<file path="src/rtl/nicregs_pkg.sv">
package nicregs_pkg;
  typedef enum logic [2:0] {
    K_NONE, K_CTRL, K_STAT, K_IDENT, K_MASK, K_RXLO, K_RXHI, K_STA
  } reg_kind_e;

  typedef struct packed {
    reg_kind_e  kind;
    logic [2:0] idx;
  } reg_sel_t;

  localparam logic [1:0] BANK_ILLEGAL = 2'b11;
  localparam logic [5:0] IDENT_SIG    = 6'h24;
  localparam int         STA_BASE     = 4;

  function automatic reg_sel_t decode(input logic [1:0] bank,
                                      input logic [7:0] off,
                                      input int         sta_n);
    reg_sel_t s;
    s.kind = K_NONE;
    s.idx  = '0;
    if (off == 8'd0) s.kind = K_CTRL;
    else begin
      case (bank)
        2'd0: case (off)
          8'd1: s.kind = K_STAT;
          8'd2: s.kind = K_IDENT;
          8'd3: s.kind = K_MASK;
          default: s.kind = K_NONE;
        endcase
        2'd1: case (off)
          8'd8: s.kind = K_RXLO;
          8'd9: s.kind = K_RXHI;
          default: s.kind = K_NONE;
        endcase
        2'd2: if (int'(off) >= STA_BASE && int'(off) < STA_BASE + sta_n) begin
          s.kind = K_STA;
          s.idx  = 3'(int'(off) - STA_BASE);
        end
        default: s.kind = K_NONE;
      endcase
    end
    return s;
  endfunction

  function automatic logic [1:0] cnt_step(input logic [1:0] c);
    return c + 2'd1;
  endfunction

  function automatic logic [7:0] ident_value(input logic [1:0] c);
    return {c, IDENT_SIG};
  endfunction
endpackage

</file>
<file path="src/rtl/nicregs_decode.sv">
module nicregs_decode
  import nicregs_pkg::*;
#(
  parameter int AW    = 4,
  parameter int STA_N = 6
) (
  input  logic [1:0]    bank,
  input  logic [AW-1:0] addr,
  output reg_sel_t      sel
);
  always_comb sel = decode(bank, 8'(addr), STA_N);
endmodule

</file>
<file path="src/rtl/nicregs_idcnt.sv">
module nicregs_idcnt
  import nicregs_pkg::*;
(
  input  logic       clk,
  input  logic       rst_n,
  input  logic       rd_hit,
  output logic [1:0] cnt
);
  always_ff @(posedge clk) begin
    if (!rst_n)      cnt <= '0;
    else if (rd_hit) cnt <= cnt_step(cnt);
  end

  a_r5_advance: assert property (@(posedge clk) disable iff (!rst_n)
    rd_hit |=> cnt == 2'($past(cnt) + 2'd1));
  a_r5_hold: assert property (@(posedge clk) disable iff (!rst_n)
    !rd_hit |=> $stable(cnt));
endmodule

</file>
<file path="src/rtl/nicregs_irq.sv">
module nicregs_irq #(
  parameter int IRQW = 4
) (
  input  logic            clk,
  input  logic            rst_n,
  input  logic [IRQW-1:0] evt,
  input  logic            stat_wr,
  input  logic            mask_wr,
  input  logic [IRQW-1:0] wbits,
  output logic [IRQW-1:0] pend,
  output logic [IRQW-1:0] mask,
  output logic            irq
);
  logic [IRQW-1:0] clr;
  assign clr = stat_wr ? wbits : '0;

  always_ff @(posedge clk) begin
    if (!rst_n) begin
      pend <= '0;
      mask <= '1;
    end else begin
      pend <= (pend & ~clr) | evt;
      if (mask_wr) mask <= wbits;
    end
  end

  assign irq = |(pend & ~mask);

  a_r7_set_sticks: assert property (@(posedge clk) disable iff (!rst_n)
    (evt != '0) |=> ((pend & $past(evt)) == $past(evt)));
  a_r7_no_spurious: assert property (@(posedge clk) disable iff (!rst_n)
    (evt == '0) |=> ((pend & ~$past(pend)) == '0));
endmodule

</file>
<file path="src/rtl/nic_bank_regs.sv">
module nic_bank_regs
  import nicregs_pkg::*;
#(
  parameter int AW    = 4,
  parameter int DW    = 8,
  parameter int IRQW  = 4,
  parameter int STA_N = 6,
  parameter int OPW   = 5
) (
  input  logic            clk,
  input  logic            rst_n,
  input  logic            wr_en,
  input  logic            rd_en,
  input  logic [AW-1:0]   addr,
  input  logic [DW-1:0]   wdata,
  input  logic [IRQW-1:0] evt,
  output logic [DW-1:0]   rdata,
  output logic            cmd_valid,
  output logic [OPW-1:0]  cmd_op,
  output logic            irq
);
  localparam int BANK_LSB = DW - 2;

  reg_sel_t        sel;
  logic [1:0]      bank_q;
  logic [1:0]      id_cnt;
  logic [IRQW-1:0] pend, mask;
  logic [DW-1:0]   rxlo_q, rxhi_q;
  logic [DW-1:0]   sta_q [STA_N];

  // named internal events
  logic [1:0] wr_bank_code;
  logic       ctrl_wr, bank_wr, cmd_hit, id_rd_hit;
  assign wr_bank_code = wdata[DW-1:BANK_LSB];
  assign ctrl_wr   = wr_en && (sel.kind == K_CTRL);
  assign bank_wr   = ctrl_wr && (wr_bank_code != BANK_ILLEGAL);
  assign cmd_hit   = ctrl_wr && (wr_bank_code == 2'b00) && (wdata[OPW-1:0] != '0);
  assign id_rd_hit = rd_en && (sel.kind == K_IDENT);

  nicregs_decode #(.AW(AW), .STA_N(STA_N)) u_dec (
    .bank(bank_q), .addr(addr), .sel(sel));

  nicregs_idcnt u_id (
    .clk(clk), .rst_n(rst_n), .rd_hit(id_rd_hit), .cnt(id_cnt));

  nicregs_irq #(.IRQW(IRQW)) u_irq (
    .clk(clk), .rst_n(rst_n), .evt(evt),
    .stat_wr(wr_en && sel.kind == K_STAT),
    .mask_wr(wr_en && sel.kind == K_MASK),
    .wbits(wdata[IRQW-1:0]),
    .pend(pend), .mask(mask), .irq(irq));

  always_ff @(posedge clk) begin
    if (!rst_n) begin
      bank_q    <= '0;
      cmd_valid <= 1'b0;
      cmd_op    <= '0;
      rxlo_q    <= '0;
      rxhi_q    <= '0;
    end else begin
      if (bank_wr) bank_q <= wr_bank_code;
      cmd_valid <= cmd_hit;
      if (cmd_hit) cmd_op <= wdata[OPW-1:0];
      if (wr_en && sel.kind == K_RXLO) rxlo_q <= wdata;
      if (wr_en && sel.kind == K_RXHI) rxhi_q <= wdata;
    end
  end

  for (genvar g = 0; g < STA_N; g++) begin : g_sta
    always_ff @(posedge clk) begin
      if (!rst_n) sta_q[g] <= '0;
      else if (wr_en && sel.kind == K_STA && int'(sel.idx) == g) sta_q[g] <= wdata;
    end
  end

  always_comb begin
    rdata = '0;
    case (sel.kind)
      K_CTRL:  rdata[DW-1:BANK_LSB] = bank_q;
      K_STAT:  rdata[IRQW-1:0] = pend;
      K_IDENT: rdata = DW'(ident_value(id_cnt));
      K_MASK:  rdata[IRQW-1:0] = mask;
      K_RXLO:  rdata = rxlo_q;
      K_RXHI:  rdata = rxhi_q;
      K_STA:   rdata = sta_q[sel.idx];
      default: rdata = '0;
    endcase
  end

  a_r3_no_illegal_bank: assert property (@(posedge clk) disable iff (!rst_n)
    bank_q != BANK_ILLEGAL);
  a_r2_bank_hold: assert property (@(posedge clk) disable iff (!rst_n)
    !(wr_en && addr == '0) |=> $stable(bank_q));
  a_r6_cmd_origin: assert property (@(posedge clk) disable iff (!rst_n)
    cmd_valid |-> $past(wr_en && addr == '0 && wdata[DW-1:BANK_LSB] == 2'b00));
  a_r6_cmd_nonzero: assert property (@(posedge clk) disable iff (!rst_n)
    cmd_valid |-> cmd_op != '0);
  a_r4_signature: assert property (@(posedge clk) disable iff (!rst_n)
    (sel.kind == K_IDENT) |-> ((rdata & 8'h2C) == 8'h24));
endmodule

</file>
<file path="config.mk">
export PLATFORM = sky130hd
export DESIGN_NAME = nic_bank_regs
export DESIGN_NICKNAME = d
export VERILOG_FILES = /design/src/rtl/nicregs_pkg.sv /design/src/rtl/nicregs_decode.sv /design/src/rtl/nicregs_idcnt.sv /design/src/rtl/nicregs_irq.sv /design/src/rtl/nic_bank_regs.sv
export SDC_FILE = /design/constraint.sdc
export NUM_CORES = 1
export LEC_CHECK = 0
export ABC_AREA = 1
export BUFFER_PORTS_ARGS = -buffer_cell sky130_fd_sc_hd__buf_4
export CAP_MARGIN = 20
export CORE_MARGIN = 5
export CORE_UTILIZATION = 53
export CTS_CLUSTER_SIZE = 20
export DETAILED_ROUTE_END_ITERATION = 8
export PLACE_DENSITY = 0.75
export SLEW_MARGIN = 20
export SYNTH_ARGS = -nofsm -noshare
export SYNTH_HDL_FRONTEND = slang
export SYNTH_SLANG_ARGS = --single-unit
</file>
<file path="constraint.sdc">
create_clock -name clk -period 1.7 [get_ports clk]
set_input_delay 0.255 -clock clk [delete_from_list [all_inputs] [get_ports clk]]
set_output_delay 0.255 -clock clk [all_outputs]
set_load 0.01 [all_outputs]
</file>
==> flow_metrics.py <==
metrics = {
    "outcome": {
        "status": "complete, but fails checks",
        "failed_checks": "setup timing",
    },
    "routing": {
        "wl_um": 12000,
        "drtAntennaViolNets": 0,
        "wl_per_cell_um": 18.1,
        "vias": 3785,
        "vias_per_cell": 5.69,
        "firstDrtPassIters": 5,
        "drc": 0,
        "drt_iter0_drc": 488,
    },
    "setup_path": {
        "start_kind": "register",
        "rr_endpoint": "sta_q[2][6]",
        "rrSetupSlack_ns": -0.16,
        "required_ns": 1.44,
        "path_class": "register to output pin",
        "worstSetupEndpoint": "rdata[3]",
        "worstPathArrival_ns": 1.96,
        "reg2reg_depth": 11,
        "cp-end-kind": "output pin",
        "r2r-start": "bank_q[0]",
        "crit_fanout": 7,
        "startpoint": "bank_q[0]",
    },
    "clocking": {
        "cts_tree": "built",
        "cts_buffer_depth": 2,
        "clk_pin_slew_worst_paths_ns": 0.08,
        "clk_latency_ns": 0.37,
        "h-tree-depth": 3,
        "clockRootBuffer": "clkbuf_8",
        "cts_sinks": 82,
        "cts_made_buffers": 9,
    },
    "global_route": {
        "antenna_found_initial": 0,
        "grt_pass1_wl_um": 18000,
        "busiest_layer": "met2",
        "met1_usage_pct": 34.4,
        "grt_max_degree": 37,
        "grt.met3_usage_pct": 5.39,
        "use_met2_pct": 41.5,
        "grt_pass1_vias": 3701,
        "grt_overflow": 0,
        "grt_usage_pct": 26.3,
    },
    "cells_and_area": {
        "antenna_cells": 0,
        "drive_above_1_share_pct": 37.8,
        "finish.instance_area_mm2": 0.00538,
        "syn_to_final_growth_pct": 37.9,
        "fill_cells": 506,
        "finalCoreUtilization_pct": 74.6,
        "layout.nets": 581,
    },
    "synthesis": {
        "ys_seq_area_share_pct": 54.4,
        "synth_edf_count": 48,
        "yosysUniqueCellTypes": 27,
        "synth.area.top_cells": "edfxtp_1, dfxtp_1, nand2_1, nor2_1, a21oi_1",
        "synth_top_area_cell": "edfxtp_1",
        "synth-seq-cells": 82,
        "synth_nets": 492,
        "ys.flop_type": "edfxtp_1",
        "postSynthCellCount": 472,
        "yosysWarnings": 0,
        "netlist_area_mm2": 0.00390,
        "syn_avg_cell_area_um2": 8.27,
        "synth_top_cell_area_share_pct": 36.9,
        "async_flop_share_pct": 0,
    },
    "pwr": {
        "p_leak_nw": 2.40,
        "p_per_area_mw_per_mm2": 760,
        "irDropWorstVdd_mv": 0.729,
    },
    "die": {
        "core_area_mm2": 0.00721,
        "num_rows": 31,
        "die_y_um": 95.8,
        "die-area_mm2": 0.00918,
        "pin_count": 35,
        "start_util_pct": 54.1,
        "chipWidth_um": 95.8,
    },
    "timing": {
        "relSlewSlack_pct": 59.5,
        "fin_crit_ns": 2.21,
        "rsz0062_at_grt": "true",
        "drv_slew": 0,
        "hold_ws_ns": 0.139,
        "hold_viol_final": 0,
        "clock.fmax_mhz": 452,
        "finalWorstSetupSlack_ns": -0.513,
        "tightest_slew_ns": 0.607,
        "finalSetupViolCount": 74,
        "skew_ns": 0.0113,
        "period_share_pct": 130,
        "tns_ns": -10.06,
    },
    "placement": {
        "numPortBuffers": 34,
        "placed_cell_area_mm2": 0.00464,
        "globalplace.congestion": 0.924,
        "dp_hpwl_um": 7670,
    },
    "job": {
        "maxCapViolCount": 0,
    },
    "hold_path": {
        "hold_path.class": "input port to register",
    },
}
[registers in the layout, indices dropped and copies added (netlist names)]
| name | count |
|---|---|
| cmd_op | 5 |
| u_irq.mask | 4 |
| u_id.cnt | 2 |
| sta_q | 48 |
| rxlo_q | 8 |
| u_irq.pend | 4 |
| cmd_valid | 1 |
| bank_q | 2 |
| rxhi_q | 8 |
[cell usage in the layout, fill, tap and decap left out, types with 6 or more instances in the layout]
cell / Yosys / final
buf_4: 0 / 76
nand3_4: 0 / 6
nand2_4: 0 / 6
nand2_2: 1 / 26
a21oi_1: 44 / 43
nand2_1: 104 / 71
clkbuf_8: 0 / 10
nor2_1: 70 / 40
edfxtp_1: 48 / 48
dfxtp_1: 34 / 32
o21ai_0: 26 / 25
nor2_4: 3 / 6
inv_1: 57 / 55
buf_6: 1 / 12
nor2_2: 6 / 33
nand4_1: 8 / 8
nand3_2: 5 / 7
nand3_1: 16 / 8
[what timing repair did]
item / 4_1_cts / 5_1_grt
hold buffers: 0 / 0
cloned: 0 / 1
gates resized for setup: 34 / 88
endpoints found under the hold margin: 0 / 0
buffers inserted: 4 / 3
setup endpoints to repair: 76 / 111
pin swaps: 6 / 19
[how the worst min path moves through the flow]
stage / cells past startpoint / endpoint / startpoint
floorplan: 2 / u_irq.mask[1] / wdata[1]
global placement: 2 / u_irq.pend[2] / u_irq.pend[2]
detailed placement: 2 / u_irq.pend[2] / u_irq.pend[2]
CTS: 3 / u_irq.mask[1] / wdata[1]
global route: 3 / u_irq.pend[1] / evt[1]
finish: 3 / u_irq.pend[0] / evt[0]
[cell usage after synthesis, types with 3 or more instances]
cell type / n
nand2_1: 104
nor2_1: 70
inv_1: 57
edfxtp_1: 48
a21oi_1: 44
dfxtp_1: 34
o21ai_0: 26
nand3_1: 16
clkbuf_1: 8
nand4_1: 8
o21ai_1: 8
nor2_2: 6
buf_2: 5
nand3_2: 5
a22o_1: 4
clkinv_1: 4
nor3_1: 4
o211ai_1: 4
a221oi_1: 3
nor2_4: 3
o22ai_1: 3
[per-layer routing]
metal  wire, um  share of wire [%]
met5          0                  0
met4        508                4.2
met3       1130                9.4
met2       5730                 48
met1       4660                 39
[logic make-up after synthesis]
group	share of synthesized area, %
buffers and inverters	7.86
AND/OR/NAND/NOR	24.9
AO/OA/AOI/OAI	12.8
flip-flops	54.4
[area by class of cell]
class / count / area, um^2 / share of cell area (%)
well taps: 99 / 124 / 2.30
flip-flops and latches: 82 / 2120 / 39.5
clock buffers: 13 / 174 / 3.23
multi-input cells: 312 / 1870 / 34.8
inverters: 63 / 236 / 4.39
repair buffers: 93 / 806 / 15.0
clock inverters: 3 / 45.0 / 0.837
[power breakdown]
group          switching, mW  internal (mW)
Clock                  0.713          0.830
Combinational          0.237          0.145
Sequential            0.0229           2.14
[metrics by stage]
| stage | power [mW] | instances | worst slack, ns |
|---|---|---|---|
| global route | 4.21 | 665 | -0.598 |
| detailed placement | 2.52 | 643 | -0.156 |
| global placement | 2.52 | 643 | -0.168 |
| floorplan | 2.35 | 472 | 0.0295 |
| CTS | 4.02 | 662 | -0.481 |
| finish | 4.09 | 665 | -0.513 |
[critical path: stages, from the launching register on]
cell	delay [ns]
dfxtp_2	0.33
inv_2	0.07
nand2_2	0.06
nor2_4	0.14
nand3_4	0.14
clkbuf_16	0.20
o21ai_2	0.12
nand2_1	0.09
nand3_2	0.09
nand2_1	0.05
nand2_1	0.08
nand2_1	0.07
buf_4	0.15
(Power assumes the default switching activity.)
